<file path="config.mk">
export PLATFORM = sky130hd
export DESIGN_NAME = lcdreg_top
export DESIGN_NICKNAME = d
export VERILOG_FILES = /design/src/rtl/lcdreg_pkg.sv /design/src/rtl/lcdreg_decode.sv /design/src/rtl/lcdreg_panel.sv /design/src/rtl/lcdreg_top.sv
export SDC_FILE = /design/constraint.sdc
export NUM_CORES = 1
export LEC_CHECK = 0
export ABC_AREA = 0
export CORE_UTILIZATION = 45
export DETAILED_ROUTE_END_ITERATION = 7
export PLACE_DENSITY = 0.74
export SLEW_MARGIN = 40
export SYNTH_ARGS = -nofsm -noshare
export SYNTH_HDL_FRONTEND = slang
export SYNTH_SLANG_ARGS = --single-unit
</file>
<file path="constraint.sdc">
create_clock -name clk_i -period 4.9 [get_ports clk_i]
set_input_delay 0.98 -clock clk_i [delete_from_list [all_inputs] [get_ports clk_i]]
set_output_delay 0.98 -clock clk_i [all_outputs]
set_load 0.005 [all_outputs]
</file>
<file path="src/rtl/lcdreg_pkg.sv">
package lcdreg_pkg;

    // Register regions produced by the address decoder
    typedef enum logic [3:0] {
        SEL_TIM0, SEL_TIM1, SEL_TIM2, SEL_TIM3,
        SEL_UPBASE, SEL_LPBASE, SEL_CTRL, SEL_MASK,
        SEL_RAW, SEL_MASKED, SEL_CLEAR, SEL_CURADDR,
        SEL_PALETTE, SEL_IDENT, SEL_NONE
    } reg_sel_e;

    typedef enum logic {
        PANEL_OFF,
        PANEL_ON
    } panel_state_e;

    // Control word bit positions (decoded by the pixel pipeline)
    localparam int CTL_EN     = 0;
    localparam int CTL_BPP_LO = 1;
    localparam int CTL_BGR    = 8;
    localparam int CTL_BEBYTE = 9;
    localparam int CTL_BEPIX  = 10;
    localparam int CTL_PWR    = 11;

    // Identification byte for word idx of the top-of-window block
    function automatic logic [7:0] ident_byte(input logic ext, input logic [2:0] idx);
        logic [7:0] b;
        unique case (idx)
            3'd0: b = ext ? 8'h11 : 8'h10;
            3'd1: b = 8'h11;
            3'd2: b = ext ? 8'h24 : 8'h04;
            3'd3: b = 8'h00;
            3'd4: b = 8'h0D;
            3'd5: b = 8'hF0;
            3'd6: b = 8'h05;
            default: b = 8'hB1;
        endcase
        return b;
    endfunction

endpackage

</file>
<file path="src/rtl/lcdreg_decode.sv">
module lcdreg_decode
    import lcdreg_pkg::*;
#(
    parameter bit EXTENDED  = 1'b0,
    parameter int ADDR_W    = 12,
    parameter int PAL_IDX_W = 7
) (
    input  logic [ADDR_W-1:0]    addr_i,
    output reg_sel_e             region_o,
    output logic [PAL_IDX_W-1:0] pal_idx_o,
    output logic [2:0]           id_idx_o
);
    localparam int WORD_W = ADDR_W - 2;
    localparam logic [ADDR_W-1:0] PAL_LO = ADDR_W'('h200);
    localparam logic [ADDR_W-1:0] PAL_HI = ADDR_W'('h400);
    localparam logic [ADDR_W-1:0] ID_LO  = ADDR_W'('hFE0);
    localparam logic [WORD_W-1:0] LAST_REG_WORD = WORD_W'(12);

    logic [WORD_W-1:0] word;

    assign word      = addr_i[ADDR_W-1:2];
    assign pal_idx_o = addr_i[PAL_IDX_W+1:2];
    assign id_idx_o  = addr_i[4:2];

    always_comb begin
        region_o = SEL_NONE;
        if (addr_i >= PAL_LO && addr_i < PAL_HI) begin
            region_o = SEL_PALETTE;
        end else if (addr_i >= ID_LO) begin
            region_o = SEL_IDENT;
        end else if (word <= LAST_REG_WORD) begin
            unique case (word[3:0])
                4'd0:  region_o = SEL_TIM0;
                4'd1:  region_o = SEL_TIM1;
                4'd2:  region_o = SEL_TIM2;
                4'd3:  region_o = SEL_TIM3;
                4'd4:  region_o = SEL_UPBASE;
                4'd5:  region_o = SEL_LPBASE;
                4'd6:  region_o = EXTENDED ? SEL_MASK : SEL_CTRL;
                4'd7:  region_o = EXTENDED ? SEL_CTRL : SEL_MASK;
                4'd8:  region_o = SEL_RAW;
                4'd9:  region_o = SEL_MASKED;
                4'd10: region_o = SEL_CLEAR;
                4'd11: region_o = SEL_CURADDR;
                4'd12: region_o = SEL_CURADDR;
                default: region_o = SEL_NONE;
            endcase
        end
    end

endmodule

</file>
<file path="src/rtl/lcdreg_panel.sv">
module lcdreg_panel
    import lcdreg_pkg::*;
#(
    parameter int PPL_W = 6,
    parameter int LPP_W = 10,
    localparam int COL_W = PPL_W + 5,
    localparam int ROW_W = LPP_W + 1
) (
    input  logic             clk_i,
    input  logic             rst_ni,
    input  logic [PPL_W-1:0] ppl_i,
    input  logic [LPP_W-1:0] lpp_i,
    input  logic             en_bit_i,
    input  logic             pwr_bit_i,
    output logic [COL_W-1:0] cols_o,
    output logic [ROW_W-1:0] rows_o,
    output logic             enable_o,
    output logic             changed_o
);
    localparam logic [COL_W-1:0] COLS_RST = COL_W'(16);
    localparam logic [ROW_W-1:0] ROWS_RST = ROW_W'(1);

    panel_state_e     state_q, state_d;
    logic [COL_W-1:0] cols_prev_q;
    logic [ROW_W-1:0] rows_prev_q;
    logic             en_now;

    // Scaled geometry: columns come in steps of 16, rows are count minus one
    assign cols_o   = {({1'b0, ppl_i} + (PPL_W + 1)'(1)), 4'b0000};
    assign rows_o   = {1'b0, lpp_i} + ROW_W'(1);
    assign en_now   = en_bit_i & pwr_bit_i;
    assign enable_o = en_now;

    // State register
    always_ff @(posedge clk_i) begin
        if (!rst_ni) begin
            state_q     <= PANEL_OFF;
            cols_prev_q <= COLS_RST;
            rows_prev_q <= ROWS_RST;
        end else begin
            state_q     <= state_d;
            cols_prev_q <= cols_o;
            rows_prev_q <= rows_o;
        end
    end

    // Next state and outputs
    always_comb begin
        state_d = state_q;
        unique case (state_q)
            PANEL_OFF: if (en_now)  state_d = PANEL_ON;   // POWER_UP
            PANEL_ON:  if (!en_now) state_d = PANEL_OFF;  // POWER_DOWN
            default:   state_d = PANEL_OFF;
        endcase
        changed_o = (cols_o != cols_prev_q) || (rows_o != rows_prev_q) ||
                    (en_now != (state_q == PANEL_ON));
    end

    // a pulse always has a cause in the last clock
    a_r12_pulse_cause: assert property (@(posedge clk_i) disable iff (!rst_ni)
        changed_o |-> (cols_o != $past(cols_o) || rows_o != $past(rows_o) ||
                       enable_o != $past(enable_o)));

    // rising enable is always flagged
    a_r12_enable_rise: assert property (@(posedge clk_i) disable iff (!rst_ni)
        $rose(enable_o) |-> changed_o);

endmodule

</file>
<file path="src/rtl/lcdreg_top.sv">
module lcdreg_top
    import lcdreg_pkg::*;
#(
    parameter bit EXTENDED  = 1'b0,
    parameter int DATA_W    = 32,
    parameter int ADDR_W    = 12,
    parameter int IRQ_W     = 5,
    parameter int PAL_IDX_W = 7
) (
    input  logic                 clk_i,
    input  logic                 rst_ni,
    input  logic                 bus_sel_i,
    input  logic                 bus_we_i,
    input  logic [ADDR_W-1:0]    bus_addr_i,
    input  logic [DATA_W-1:0]    bus_wdata_i,
    output logic [DATA_W-1:0]    bus_rdata_o,
    output logic                 bus_err_o,
    input  logic [IRQ_W-1:0]     irq_evt_i,
    output logic                 pal_sel_o,
    output logic                 pal_we_o,
    output logic [PAL_IDX_W-1:0] pal_index_o,
    output logic [DATA_W-1:0]    pal_wdata_o,
    input  logic [DATA_W-1:0]    pal_rdata_i,
    output logic [10:0]          active_cols_o,
    output logic [10:0]          active_rows_o,
    output logic [2:0]           bpp_mode_o,
    output logic                 bgr_o,
    output logic                 be_byte_o,
    output logic                 be_pix_o,
    output logic                 enable_o,
    output logic                 geometry_changed_o
);
    localparam int NUM_TIM = 4;
    localparam int PPL_W   = 6;
    localparam int LPP_W   = 10;
    localparam int PPL_LSB = 2;

    reg_sel_e            region;
    logic [2:0]          id_idx;
    logic                wr_hit, rd_hit, rd_bad;
    logic [DATA_W-1:0]   tim_q [NUM_TIM];
    logic [DATA_W-1:0]   upbase_q, lpbase_q, ctrl_q;
    logic [IRQ_W-1:0]    mask_q, raw_q, clr_bits;
    logic [DATA_W-1:0]   rd_mux;

    lcdreg_decode #(
        .EXTENDED  (EXTENDED),
        .ADDR_W    (ADDR_W),
        .PAL_IDX_W (PAL_IDX_W)
    ) u_decode (
        .addr_i    (bus_addr_i),
        .region_o  (region),
        .pal_idx_o (pal_index_o),
        .id_idx_o  (id_idx)
    );

    assign wr_hit = bus_sel_i &  bus_we_i;
    assign rd_hit = bus_sel_i & ~bus_we_i;

    // Palette forwarding
    assign pal_sel_o   = bus_sel_i && (region == SEL_PALETTE);
    assign pal_we_o    = bus_we_i;
    assign pal_wdata_o = bus_wdata_i;

    // Timing words, one register each
    for (genvar t = 0; t < NUM_TIM; t++) begin : g_tim
        always_ff @(posedge clk_i) begin
            if (!rst_ni) begin
                tim_q[t] <= '0;
            end else if (wr_hit && region == reg_sel_e'(t)) begin
                tim_q[t] <= bus_wdata_i;
            end
        end
    end

    assign clr_bits = (wr_hit && region == SEL_CLEAR) ? bus_wdata_i[IRQ_W-1:0] : '0;

    always_ff @(posedge clk_i) begin
        if (!rst_ni) begin
            upbase_q <= '0;
            lpbase_q <= '0;
            ctrl_q   <= '0;
            mask_q   <= '0;
            raw_q    <= '0;
        end else begin
            if (wr_hit && region == SEL_UPBASE) upbase_q <= bus_wdata_i;
            if (wr_hit && region == SEL_LPBASE) lpbase_q <= bus_wdata_i;
            if (wr_hit && region == SEL_CTRL)   ctrl_q   <= bus_wdata_i;
            if (wr_hit && region == SEL_MASK)   mask_q   <= bus_wdata_i[IRQ_W-1:0];
            raw_q <= (raw_q & ~clr_bits) | irq_evt_i;
        end
    end

    // Read multiplexer
    always_comb begin
        rd_mux = '0;
        rd_bad = 1'b0;
        unique case (region)
            SEL_TIM0, SEL_TIM1, SEL_TIM2, SEL_TIM3:
                         rd_mux = tim_q[region[1:0]];
            SEL_UPBASE:  rd_mux = upbase_q;
            SEL_LPBASE:  rd_mux = lpbase_q;
            SEL_CTRL:    rd_mux = ctrl_q;
            SEL_MASK:    rd_mux = DATA_W'(mask_q);
            SEL_RAW:     rd_mux = DATA_W'(raw_q);
            SEL_MASKED:  rd_mux = DATA_W'(raw_q & mask_q);
            SEL_CURADDR: rd_mux = '0;
            SEL_PALETTE: rd_mux = pal_rdata_i;
            SEL_IDENT:   rd_mux = DATA_W'(ident_byte(EXTENDED, id_idx));
            default:     rd_bad = 1'b1;
        endcase
    end

    always_ff @(posedge clk_i) begin
        if (!rst_ni) begin
            bus_rdata_o <= '0;
            bus_err_o   <= 1'b0;
        end else begin
            bus_err_o <= rd_hit & rd_bad;
            if (rd_hit) bus_rdata_o <= rd_mux;
        end
    end

    lcdreg_panel #(
        .PPL_W (PPL_W),
        .LPP_W (LPP_W)
    ) u_panel (
        .clk_i     (clk_i),
        .rst_ni    (rst_ni),
        .ppl_i     (tim_q[0][PPL_LSB +: PPL_W]),
        .lpp_i     (tim_q[1][LPP_W-1:0]),
        .en_bit_i  (ctrl_q[CTL_EN]),
        .pwr_bit_i (ctrl_q[CTL_PWR]),
        .cols_o    (active_cols_o),
        .rows_o    (active_rows_o),
        .enable_o  (enable_o),
        .changed_o (geometry_changed_o)
    );

    assign bpp_mode_o = ctrl_q[CTL_BPP_LO +: 3];
    assign bgr_o      = ctrl_q[CTL_BGR];
    assign be_byte_o  = ctrl_q[CTL_BEBYTE];
    assign be_pix_o   = ctrl_q[CTL_BEPIX];

    // error only after a read of an undecoded or write-only word
    a_r11_err_cause: assert property (@(posedge clk_i) disable iff (!rst_ni)
        bus_err_o |-> $past(rd_hit && (region == SEL_NONE || region == SEL_CLEAR)));

    // undecoded writes touch nothing and raise no error
    a_r11_write_ignored: assert property (@(posedge clk_i) disable iff (!rst_ni)
        (wr_hit && region == SEL_NONE) |=>
            ($stable(ctrl_q) && $stable(mask_q) && $stable(tim_q[0]) &&
             $stable(tim_q[1]) && !bus_err_o));

    // cleared bits are gone unless re-set by an event
    a_r7_clear: assert property (@(posedge clk_i) disable iff (!rst_ni)
        (wr_hit && region == SEL_CLEAR) |=>
            ((raw_q & $past(bus_wdata_i[IRQ_W-1:0] & ~irq_evt_i)) == '0));

    // events always land in raw status
    a_r6_event_set: assert property (@(posedge clk_i) disable iff (!rst_ni)
        (|irq_evt_i) |=> ((raw_q & $past(irq_evt_i)) == $past(irq_evt_i)));

    // current-address words read zero without error
    a_r10_cur_zero: assert property (@(posedge clk_i) disable iff (!rst_ni)
        (rd_hit && region == SEL_CURADDR) |=> (bus_rdata_o == '0 && !bus_err_o));

endmodule

</file>
==> flow_summary.ini <==
[status]
run_status = finished clean

[power]
static-leakage-power_nw = 5.87
p_per_area_mw_per_mm2 = 316
ir_worst_vdd_mv = 0.262

[worst_setup_path]
critical_path.startpoint_type = flop
crit_slowest_cell = sky130_fd_sc_hd__edfxtp_1
crit_top_cell = sky130_fd_sc_hd__nand3_1
required_arrival_time_at_the_worst_endpoint_ps = 3920
worstPathCellList = ha_1 -> nand3_1 -> xor2_1 -> xnor2_1 -> nor4_1 -> nand3_1 -> or4_1 -> clkdlybuf4s50_1
timing.critical_path.from = tim_q[0][2]
critical_path_s_largest_stage_delay_ps = 570
path_class = flop to output port
path_max_fanout = 7
crit_arrival_ps = 3370
cp-end-kind = output port
crit_buf_inv = 1
regToRegStartpoint = ctrl_q[1]
worst_path_dominant_cell_family = simple AND/OR/NAND/NOR gates

[placed_design]
hpwl_um = 25700
finalWeightedCongestion = 0.890
buffer_ports.inserted = 182
dpl-instance-area_mm2 = 0.0156
placed_cells_incl_taps = 1834

[sta]
unrepaired_setup_endpoints_after_global_routing = no
finalMaxSlewViolations = 0
final_hold_viol_count = 0
worst_slew_margin_rel = 0.425
finClkSkew_ps = 11.4
timing_worst_slew_pin_value_ps = 854
setup_viol = 0
final.min_clock_period_ps = 4350
period_share = 0.888
max_freq_mhz = 230

[drt]
detail_route.wirelength_um = 40600
avgViaCountPerCell = 5.83
post_detailed_route_count_of_antenna_violating_nets = 0
num_vias = 11000
drt_drc_violations_left = 0
drt_first_pass_iters = 5
drt_first_iter_violations = 1008
avgRoutedWirePerCell_um = 21.5

[final_layout]
final_antenna_diode_count = 0
finish.cell_count_without_fillers = 1886
post_route_cells_drive_above_1_share = 0.0936
area_delta_synth_final_pct = 22.3
design_area_mm2 = 0.0166
design.final.nets = 1562

[grt]
grt_util_all_layers = 0.260
grt_util_met1 = 0.335
gr-usage-met3 = 0.0364
busiest_layer = met2
grt-ovfl-total = 0
first_global_vias = 10800
wire_length_of_the_first_global_routing_pass_um = 61400
grt.met2_usage = 0.439
grt_start_max_net_pins = 89
antenna_found_initial = 0

[floorplan]
rows = 63
floorplan.io_pins = 189
dieArea_mm2 = 0.0308
floorplan.core_area_mm2 = 0.0296
initial_core_util = 0.457
die_x_um = 176
die_h_um = 176

[synth]
synth.ff_latch_count = 286
synthesis.area_per_instance_um2 = 10.1
yosys.area.top_type_share = 0.284
syn-cell-area_mm2 = 0.0136
ys_top_cells_by_area = sky130_fd_sc_hd__edfxtp_1 (28%), sky130_fd_sc_hd__dfxtp_1 (23%), sky130_fd_sc_hd__nand2_1 (7.5%), sky130_fd_sc_hd__and2_1 (6.5%), sky130_fd_sc_hd__a21boi_1 (3.4%)
synth_top_cells_by_count = sky130_fd_sc_hd__nand2_1 (272), sky130_fd_sc_hd__dfxtp_1 (158), sky130_fd_sc_hd__and2_1 (140)
synth-seq-area-share = 0.517
synth_edf_count = 128
syn-instance-count = 1344
yosysMostFrequentCell = sky130_fd_sc_hd__nand2_1
ys_warn_count = 0
synthDistinctLibCells = 72
synth-async-reset-ratio = 0
synth_top_flop_cell = sky130_fd_sc_hd__dfxtp_1
post-synth-top-area-cell = sky130_fd_sc_hd__edfxtp_1

[min_path]
hold_path.startpoint = lpbase_q[19]
min_delay_worst_type = flop to flop

[clocking]
cts_inserted_buffers = 29
clock_tree_from_tritoncts = yes
root_buffer = sky130_fd_sc_hd__clkbuf_16
cts.sinks = 286
h_tree_depth = 1
cts_resized = 0
cts-root-to-sink-buffers = 3
post_cts_hold_buffer_count = 0
clk_pin_slew_worst_paths_ps = 60
postCtsSetupBuffers = 0
worstSkewPairLatency_ps = 550

[job]
maxCapViolations = 0
## worst paths after layout
| kind | to | slack [ps] | depth (start not counted) |
|---|---|---|---|
| min | lpbase_q[19] | 450 | 2 |
| max | geometry_changed_o | 550 | 8 |
| min reg2reg | lpbase_q[19] | 450 | 2 |
| max reg2reg | bus_rdata_o[1] | 3200 | 4 |
## cell usage in the layout, fill, tap and decap left out, drive strengths merged, types with 4 or more instances in the layout
cell and n:
a21boi 102, a22oi 21, xnor2 18, a211oi 9, a21o 5, a31oi 15
and3 10, nand2 274, buf 56, mux2i 46, mux2 12, nor3 9
a21oi 12, a222oi 5, o211ai 6, and2 142, dfxtp 158, xor2 14
inv 9, nor2 17, o21a 6, nor2b 16, conb 4, o21ai 33
a32oi 6, a221oi 11, clkbuf 42, and4 5, o221ai 13, clkinv 7
nand4 7, nor4 6, a221o 14, edfxtp 128, o22ai 12, nand3 23
clkdlybuf4s50 181
## worst reg2reg max path: stages (launching register included)
cell	delay [ps]
sky130_fd_sc_hd__dfxtp_1	330
sky130_fd_sc_hd__mux2_1	310
sky130_fd_sc_hd__a222oi_1	350
sky130_fd_sc_hd__a31oi_1	200
sky130_fd_sc_hd__a2111o_1	410
## per-stage QoR
step	TNS [ps]	setup slack [ps]	power [W]	hold slack (ps)	util
2_1_floorplan	-24610	-384	0.00282	430	-
3_3_place_gp	0	914	0.00302	437	0.526
3_5_place_dp	0	832	0.00302	443	0.526
4_1_cts	0	531	0.00525	452	0.559
6_report	0	548	0.00524	450	0.559
5_1_grt	0	422	0.00538	469	0.559
## per-layer routing
layer / wire length (um) / vias to the layer above / part of all wire
li1: - / 4980 / -
met1: 16600 / 5363 / 0.41
met2: 19100 / 537 / 0.47
met3: 3250 / 116 / 0.080
met4: 1600 / 0 / 0.039
met5: 0 / - / 0
## registers in the layout, indices dropped and copies added, names as in the netlist
signal / cells
bus_err_o: 1
bus_rdata_o: 32
ctrl_q: 32
lpbase_q: 32
mask_q: 5
raw_q: 5
tim_q: 128
u_panel.cols_prev_q: 7
u_panel.rows_prev_q: 11
u_panel.state_q: 1
upbase_q: 32
## layout make-up
type,instances,area [um2]
Clock buffer,42,855
Clock inverter,10,123
Fill cell,2580,13100
Inverter,9,33.8
Multi-Input combinational cell,912,5810
Sequential cell,286,7010
Tap cell,390,488
Timing Repair Buffer,237,2260
## report_power, final
part / switching (W) / internal (W)
Clock: 0.000905 / 0.00136
Sequential: 0.0000318 / 0.00255
Combinational: 0.000205 / 0.000186
Total: 0.00114 / 0.00410
## kinds of logic (layout without fill, tap and decap cells)
kind of cell	count (synthesis)	in the layout	share of synthesized area
and+or+nand+nor	525	525	0.194
AOI/OAI and AO/OA	291	291	0.162
DFF	286	286	0.517
buffers and inverters	149	298	0.0607
muxes	58	58	0.0439
xor gates and xnor gates	32	32	0.0207
adders and majority gates	2	2	0.00185
other	1	4	0.000277
No activity file was read; power rests on OpenSTA's default activity.
